===== config.mk =====
export PLATFORM = sky130hd
export DESIGN_NAME = tag_cmp_unit
export DESIGN_NICKNAME = d
export VERILOG_FILES = /design/src/rtl/tcm_pkg.sv /design/src/rtl/tcm_tag_array.sv /design/src/rtl/tcm_probe_reg.sv /design/src/rtl/tcm_out_stage.sv /design/src/rtl/tag_cmp_unit.sv
export SDC_FILE = /design/constraint.sdc
export NUM_CORES = 1
export LEC_CHECK = 0
export ABC_AREA = 0
export BUFFER_PORTS_ARGS = -buffer_cell sky130_fd_sc_hd__buf_2
export CORE_MARGIN = 3
export CORE_UTILIZATION = 55
export CTS_CLUSTER_DIAMETER = 50
export DETAILED_ROUTE_END_ITERATION = 12
export GPL_ROUTABILITY_DRIVEN = 1
export GPL_TIMING_DRIVEN = 0
export PLACE_DENSITY = 0.71
export SLEW_MARGIN = 0
export SYNTH_ARGS = -nofsm -noshare
export SYNTH_HDL_FRONTEND = slang
export SYNTH_HIERARCHICAL = 1
export SYNTH_SLANG_ARGS = --single-unit

===== constraint.sdc =====
create_clock -name clk -period 4.4 [get_ports clk]
set_input_delay 0.66 -clock clk [delete_from_list [all_inputs] [get_ports clk]]
set_output_delay 0.66 -clock clk [all_outputs]
set_load 0.01 [all_outputs]

===== src/rtl/tcm_pkg.sv =====
package tcm_pkg;

  typedef enum logic [1:0] {
    OP_IDLE  = 2'd0,
    OP_READ  = 2'd1,
    OP_WRITE = 2'd2,
    OP_FILL  = 2'd3
  } tcm_op_e;

  // Three-input select: two active-low, one active-high.
  function automatic logic chip_sel(input logic s1_n, input logic s2, input logic s3_n);
    return !s1_n && s2 && !s3_n;
  endfunction

  function automatic tcm_op_e decode_op(input logic sel, input logic we_n, input logic cap_en);
    if (!sel)  return OP_IDLE;
    if (we_n)  return OP_READ;
    if (cap_en) return OP_WRITE;
    return OP_FILL;
  endfunction

  // Equality on zero-extended operands (tag widths up to 64 bits).
  function automatic logic tag_hit(input logic [63:0] stored, input logic [63:0] probe);
    return stored == probe;
  endfunction

endpackage


===== src/rtl/tcm_tag_array.sv =====
module tcm_tag_array #(
  parameter int ADDR_W = 6,
  parameter int TAG_W  = 18
) (
  input  logic              clk,
  input  logic              wr_en,
  input  logic [ADDR_W-1:0] waddr,
  input  logic [TAG_W-1:0]  wdata,
  input  logic [ADDR_W-1:0] raddr,
  output logic [TAG_W-1:0]  rdata
);
  localparam int DEPTH = 1 << ADDR_W;

  logic [TAG_W-1:0] mem_q [DEPTH];

  always_ff @(posedge clk) begin
    if (wr_en) mem_q[waddr] <= wdata;
  end

  assign rdata = mem_q[raddr];
endmodule


===== src/rtl/tcm_probe_reg.sv =====
module tcm_probe_reg #(
  parameter int TAG_W = 18
) (
  input  logic             clk,
  input  logic             rst_n,
  input  logic             load,
  input  logic [TAG_W-1:0] din,
  output logic [TAG_W-1:0] probe
);
  always_ff @(posedge clk) begin
    if (!rst_n)    probe <= '0;
    else if (load) probe <= din;
  end
endmodule


===== src/rtl/tcm_out_stage.sv =====
module tcm_out_stage #(
  parameter int TAG_W = 18
) (
  input  logic             clk,
  input  logic             rst_n,
  input  logic             pipe_mode,
  input  logic             ft_vld,
  input  logic [TAG_W-1:0] ft_data,
  input  logic             ft_match,
  input  logic             oe_n,
  input  logic             moe_n,
  output logic [TAG_W-1:0] dout,
  output logic             dout_vld,
  output logic             match,
  output logic             match_vld
);
  logic             pv_q;
  logic [TAG_W-1:0] pd_q;
  logic             pm_q;

  always_ff @(posedge clk) begin
    if (!rst_n) begin
      pv_q <= 1'b0;
      pd_q <= '0;
      pm_q <= 1'b1;
    end else begin
      pv_q <= ft_vld;
      pd_q <= ft_data;
      pm_q <= ft_match;
    end
  end

  logic shown_vld;
  assign shown_vld = pipe_mode ? pv_q : ft_vld;
  assign dout      = pipe_mode ? pd_q : ft_data;
  assign dout_vld  = shown_vld && !oe_n;
  assign match     = pipe_mode ? pm_q : ft_match;
  assign match_vld = !moe_n;
endmodule


===== src/rtl/tag_cmp_unit.sv =====
module tag_cmp_unit #(
  parameter int ADDR_W = 6,
  parameter int TAG_W  = 18
) (
  input  logic              clk,
  input  logic              rst_n,
  input  logic [ADDR_W-1:0] addr,
  input  logic [TAG_W-1:0]  din,
  input  logic              cs1_n,
  input  logic              cs2,
  input  logic              cs3_n,
  input  logic              we_n,
  input  logic              cap_en,
  input  logic              oe_n,
  input  logic              moe_n,
  input  logic              pipe_mode,
  output logic [TAG_W-1:0]  dout,
  output logic              dout_vld,
  output logic              match,
  output logic              match_vld
);
  import tcm_pkg::*;

  // Named internal events, used by the bound checker.
  logic             sel_w;
  tcm_op_e          op_w;
  logic             mem_we_w;
  logic             probe_load_w;
  logic [TAG_W-1:0] wdata_w;
  logic [TAG_W-1:0] probe_w;
  logic [TAG_W-1:0] rdata_w;
  logic             rd_vld_q;
  logic [ADDR_W-1:0] rd_addr_q;
  logic             ft_match_w;

  assign sel_w        = chip_sel(cs1_n, cs2, cs3_n);
  assign op_w         = decode_op(sel_w, we_n, cap_en);
  assign mem_we_w     = (op_w == OP_WRITE) || (op_w == OP_FILL);
  assign probe_load_w = sel_w && cap_en;
  assign wdata_w      = (op_w == OP_FILL) ? probe_w : din;

  always_ff @(posedge clk) begin
    if (!rst_n) begin
      rd_vld_q  <= 1'b0;
      rd_addr_q <= '0;
    end else begin
      rd_vld_q  <= (op_w == OP_READ);
      if (op_w == OP_READ) rd_addr_q <= addr;
    end
  end

  tcm_tag_array #(.ADDR_W(ADDR_W), .TAG_W(TAG_W)) u_array (
    .clk   (clk),
    .wr_en (mem_we_w),
    .waddr (addr),
    .wdata (wdata_w),
    .raddr (rd_addr_q),
    .rdata (rdata_w)
  );

  tcm_probe_reg #(.TAG_W(TAG_W)) u_probe (
    .clk   (clk),
    .rst_n (rst_n),
    .load  (probe_load_w),
    .din   (din),
    .probe (probe_w)
  );

  assign ft_match_w = rd_vld_q ? tag_hit(64'(rdata_w), 64'(probe_w)) : 1'b1;

  tcm_out_stage #(.TAG_W(TAG_W)) u_out (
    .clk       (clk),
    .rst_n     (rst_n),
    .pipe_mode (pipe_mode),
    .ft_vld    (rd_vld_q),
    .ft_data   (rdata_w),
    .ft_match  (ft_match_w),
    .oe_n      (oe_n),
    .moe_n     (moe_n),
    .dout      (dout),
    .dout_vld  (dout_vld),
    .match     (match),
    .match_vld (match_vld)
  );
endmodule


=== Word level (Yosys, flattened, before mapping) ===
Memory sizes are Yosys's and may differ from the RTL's. A register that Yosys moved wholly into a read port is not among the register bits.
Cells that the tools add are included.

* Word-level logic and storage cells: 40
* Memories: 1
* Flip-flop bits (word level): 45
* Bits in writable memories: 1152
* Input bits: 34
* Output and inout bits: 21

{| class="wikitable"
|+ Memory list
! name !! words !! width !! read ports !! clocked after memory_dff !! write ports !! line !! text
|-
| u_array.mem_q || 64 || 18 || 1 || 1 || 1 || tcm_tag_array.sv:14 || <nowiki>logic [TAG_W-1:0] mem_q [DEPTH];</nowiki>
|}

* Reduce and logical (&&, ||, !) cells: 9
* Multiplexer cells: 20
* Eq/ne operators: 4

{| class="wikitable"
|+ Operators with widths
! cell !! count
|-
| $mux W18 || 2
|-
| $eq A18 B18 Y1 || 1
|-
| $mux W2 || 6
|-
| $mux W6 || 2
|-
| $mux W1 || 10
|-
| $eq A2 B2 Y1 const B || 2
|-
| $logic_and A1 B1 Y1 || 4
|-
| $logic_not A1 Y1 || 4
|-
| $eq A2 B1 Y1 const B || 1
|-
| $logic_or A1 B1 Y1 || 1
|}

=== Depth between registers and ports, before layout ===
* Depth in word-level cells: 13
* Gate-level depth with buffers: 14
* Mapped depth without buffers: 10

=== By module ===
Netlist, hierarchy kept.

{| class="wikitable"
|+ Modules (own cells, without submodules)
! module !! area each (um^2) !! instances !! cells an instance !! seq. area each (um^2)
|-
| tcm_tag_array || 44261.2 || 1 || 1939 || 34593.2
|-
| tcm_out_stage || 858.3 || 1 || 66 || 400.4
|-
| tag_cmp_unit || 710.7 || 1 || 71 || 140.1
|-
| tcm_probe_reg || 688.2 || 1 || 57 || 360.3
|}

=== Worst setup path after synthesis ===
Ideal clock, no wire load.

* Path kind: flip-flop to output port
* From: register rd_addr_q[1] (netlist name)
* To: output port match
* Data required time: 3.740 ns
* Buffers on the path: 3
* Data arrival time: 3.038 ns
* Cell stages (with the launch flop): 13
* Setup slack: 0.702 ns
* Cells stage by stage: dfxtp_1 > buf_4 > buf_2 > buf_2 > mux4_2 > mux4_2 > nor2_1 > o21ai_1 > xor2_1 > nor4_1 > nand3_1 > o41ai_1 > mux2_4

{| class="wikitable"
|+ RTL lines
! what !! line !! text
|-
| end, declared || tag_cmp_unit.sv:19 || <nowiki>output logic match,</nowiki>
|}

==> results.txt <==
Status: finished with violations
Failing checks: negative setup slack
Largest area contributor in the netlist: edfxtp_1
Power density over cell area: 425 nW/um^2
Crit path launch type: register
Via density: 6.53
Layout cells sized above 1: 0.362
Vias in the first global route: 24,000
Horiz. Die Dim: 297 um
Yosys warns: 6
CTS Root Cell: clkbuf_16
Synth Instances: 2,133
Yosys cell types: 46
Most common cell on crit path: o21ai_4
Final #Nets: 2,428
Final Slew Violations: 0
Total vias in the final route: 23,700
Proportion of netlist area held by the largest area contributor: 0.744
Yosys reg bits: 1,197
Die area: 88,100 sq um
Reg2reg start: rd_addr_q[0]$_SDFFE_PN0P_
Initial Util: 0.556
Placed Area: 49,600 sq um
# rows: 106
Post-route setup slack: -0.593 ns
Synth area leaders: edfxtp_1 74%, mux4_2 15%, dfxtp_1 1.9%
Slew @ Worst Pin: 1.45 ns
Max frequency: 200 MHz
Antenna cells: 0
Worst-path cell chain: buf_12 > buf_4 > buf_8 > mux4_2 > mux2i_2 > a211oi_2 > o21ai_4 > o21ai_4 > xor2_1 > nor4_2 > nand3_2 > o41ai_4 > mux2_4 > buf_6
Critical Path RT: 3.74 ns
RSZ-0062 raised after global routing: true
Largest net degree at the start of global routing: 65
Fillers: 5,146
Antenna violations before repair: 0
GP Congestion: 0.850
Port Buffers: 53
Final ANT Viol Nets: 0
Final period util: 1.13
Crit end category: primary output
Leakage: 16.7 nW
Final Critical Period: 4.99 ns
Seq/Total Area, Yosys: 0.763
Clk slew on worst S/H paths: 0.06 ns
Die Y: 297 um
Top Family by Delay on Critical Path: multiplexers
Final Hold Violating Endpoints: 0
Worst-skew pair later-pin latency: 0.69 ns
Commonest cells after routing, fill and taps aside: 1,152 x edfxtp_1, 300 x mux4_2, 120 x clkbuf_16, 73 x mux2i_1, 67 x nor2_2
Worst Min Path Start: din[7]
Overflow after GRT: 0
WP data arrival: 4.33 ns
Worst-path fanout max: 10
GRT Util Overall: 0.268
Core area: 83,700 sq um
Max VDD drop: 0.353 mV
Num CTS Buffers: 118
First-pass GRT wire length: 170,000 um
Commonest non-fill, non-tap cell in the layout: edfxtp_1
Max-Cap Viols: 0
Number of synthesized flops with an enable pin: 1,152
Area delta synth->final: 17.5%
Hold slack: 0.272 ns
CP bufs+invs: 4
H-tree lvl count: 3
Slew margin rel.: 0.0320
Highest-delay cell along the critical path: mux4_2
Dominant synthesized flop cell: edfxtp_1
Largest stage delay, worst path: 0.55 ns
DRT iter0 DRCs: 3,128
Critical path start-end classification: reg2out
Asr flop ratio synth: 0
Drt total wl: 117,000 um
DP Wirelength: 74,600 um
Wire per inst: 32.4 um
Syn Area/Cell: 21.8 sq um
Mapped Nets: 2,167
Clock skew: 0.0182 ns
Hold Path Class: in2reg
Clock tree buffer depth: 3
Final Instance Area: 54,700 sq um
CTS sink cnt: 1,197
Drt first pass iters: 5
Final setup fails: 1
CP startpoint: rd_addr_q[0]$_SDFFE_PN0P_
# DRC: 0
Area of the mapped netlist: 46,500 sq um
CTS tree: yes
IO Pins: 55
## cells by family after synthesis
kind of cell,after synthesis,share of synthesized area
xor+xnor,18,0.00339
flops,1197,0.763
buf+inv,117,0.0151
compound gates,141,0.0176
mux,434,0.177
simple gates,226,0.0240
## worst reg2reg max path: cells and delay by family, from the launching register on
family | cells | cell delay (ns)
buf+inv | 5 | 0.73
compound gates | 4 | 0.99
mux | 2 | 0.82
simple gates | 3 | 0.55
flops | 1 | 0.42
xor+xnor | 1 | 0.17
## worst paths after layout
check | to | slack (ns) | cells past startpoint
min | u_probe/probe[7]$_SDFFE_PN0P_ | 0.27 | 3
max reg2reg | u_out/pm_q$_SDFF_PN1_ | 0.66 | 15
min reg2reg | rd_addr_q[2]$_SDFFE_PN0P_ | 0.54 | 2
max | match | -0.59 | 14
## flip-flops by register name, summed over array words and instances (netlist names)
signal         cells
u_out/pm_q         1
rd_addr_q          6
u_out/pd_q        18
u_array/mem_q   1152
u_out/pv_q         1
u_probe/probe     18
rd_vld_q           1
## metal layers
metal / share of wire / wire length [um] / track usage
met5: 0 / 0 / 0
met4: 0.038 / 4500 / 0.0960
met3: 0.11 / 12800 / 0.0588
met2: 0.48 / 56700 / 0.428
met1: 0.37 / 43400 / 0.370
## metrics by stage
stage / cells / TNS [ns] / utilization / total power, mW / setup slack, ns
2_1_floorplan: 2133 / 0 / - / 13.2 / 0.702
3_3_place_gp: 3320 / -32.66 / 0.576 / 13.5 / -1.28
3_5_place_dp: 3387 / -4.86 / 0.592 / 13.6 / -1.36
4_1_cts: 3623 / -0.568 / 0.651 / 23.4 / -0.568
5_1_grt: 3627 / -0.700 / 0.653 / 23.9 / -0.699
6_report: 3627 / -0.593 / 0.653 / 23.2 / -0.593
## cells in the mapped netlist (2+ instances only)
master / n
xnor2_1: 4
mux2_4: 19
buf_2: 34
nor2_1: 93
and2_1: 21
nand2b_1: 7
o22ai_1: 26
mux2i_1: 85
mux4_2: 300
nor4_1: 3
a22oi_1: 5
nor3_1: 13
nand3_1: 10
xor2_1: 14
nand2_1: 23
dfxtp_1: 45
buf_6: 16
or3_1: 12
or3b_2: 2
a21oi_1: 30
mux2_2: 30
clkbuf_1: 44
o21ai_1: 21
a211oi_1: 17
nor2b_1: 30
buf_4: 19
nand3b_1: 4
nand4_1: 3
edfxtp_1: 1152
o21ai_0: 35
## where the power goes
part           switching [mW]  total (mW)  internal (mW)
registers              0.0131        12.5           12.5
logic                   0.573       0.858          0.285
clock network            4.24        9.84           5.60
## timing repair
| item | 4_1_cts | 5_1_grt |
|---|---|---|
| setup endpoints to repair | 20 | 4 |
| setup buffers | 15 | 5 |
| cloned | 2 | 0 |
| gates resized for setup | 250 | 28 |
| pin swaps | 15 | 9 |
| hold buffers | 0 | 0 |
## area by class of cell
cell class              instances  area [sq um]  area share
clock buffers                 138          3070      0.0562
well taps                    1134          1420      0.0260
clock inverters                81           752      0.0138
flip-flops and latches       1197         35500       0.649
repair buffers                142          1720      0.0314
inverters                       1          3.75   0.0000687
multi-input cells             819         11100       0.202
plain buffers                 115          1130      0.0208
Power figures use the tool's default switching activity.
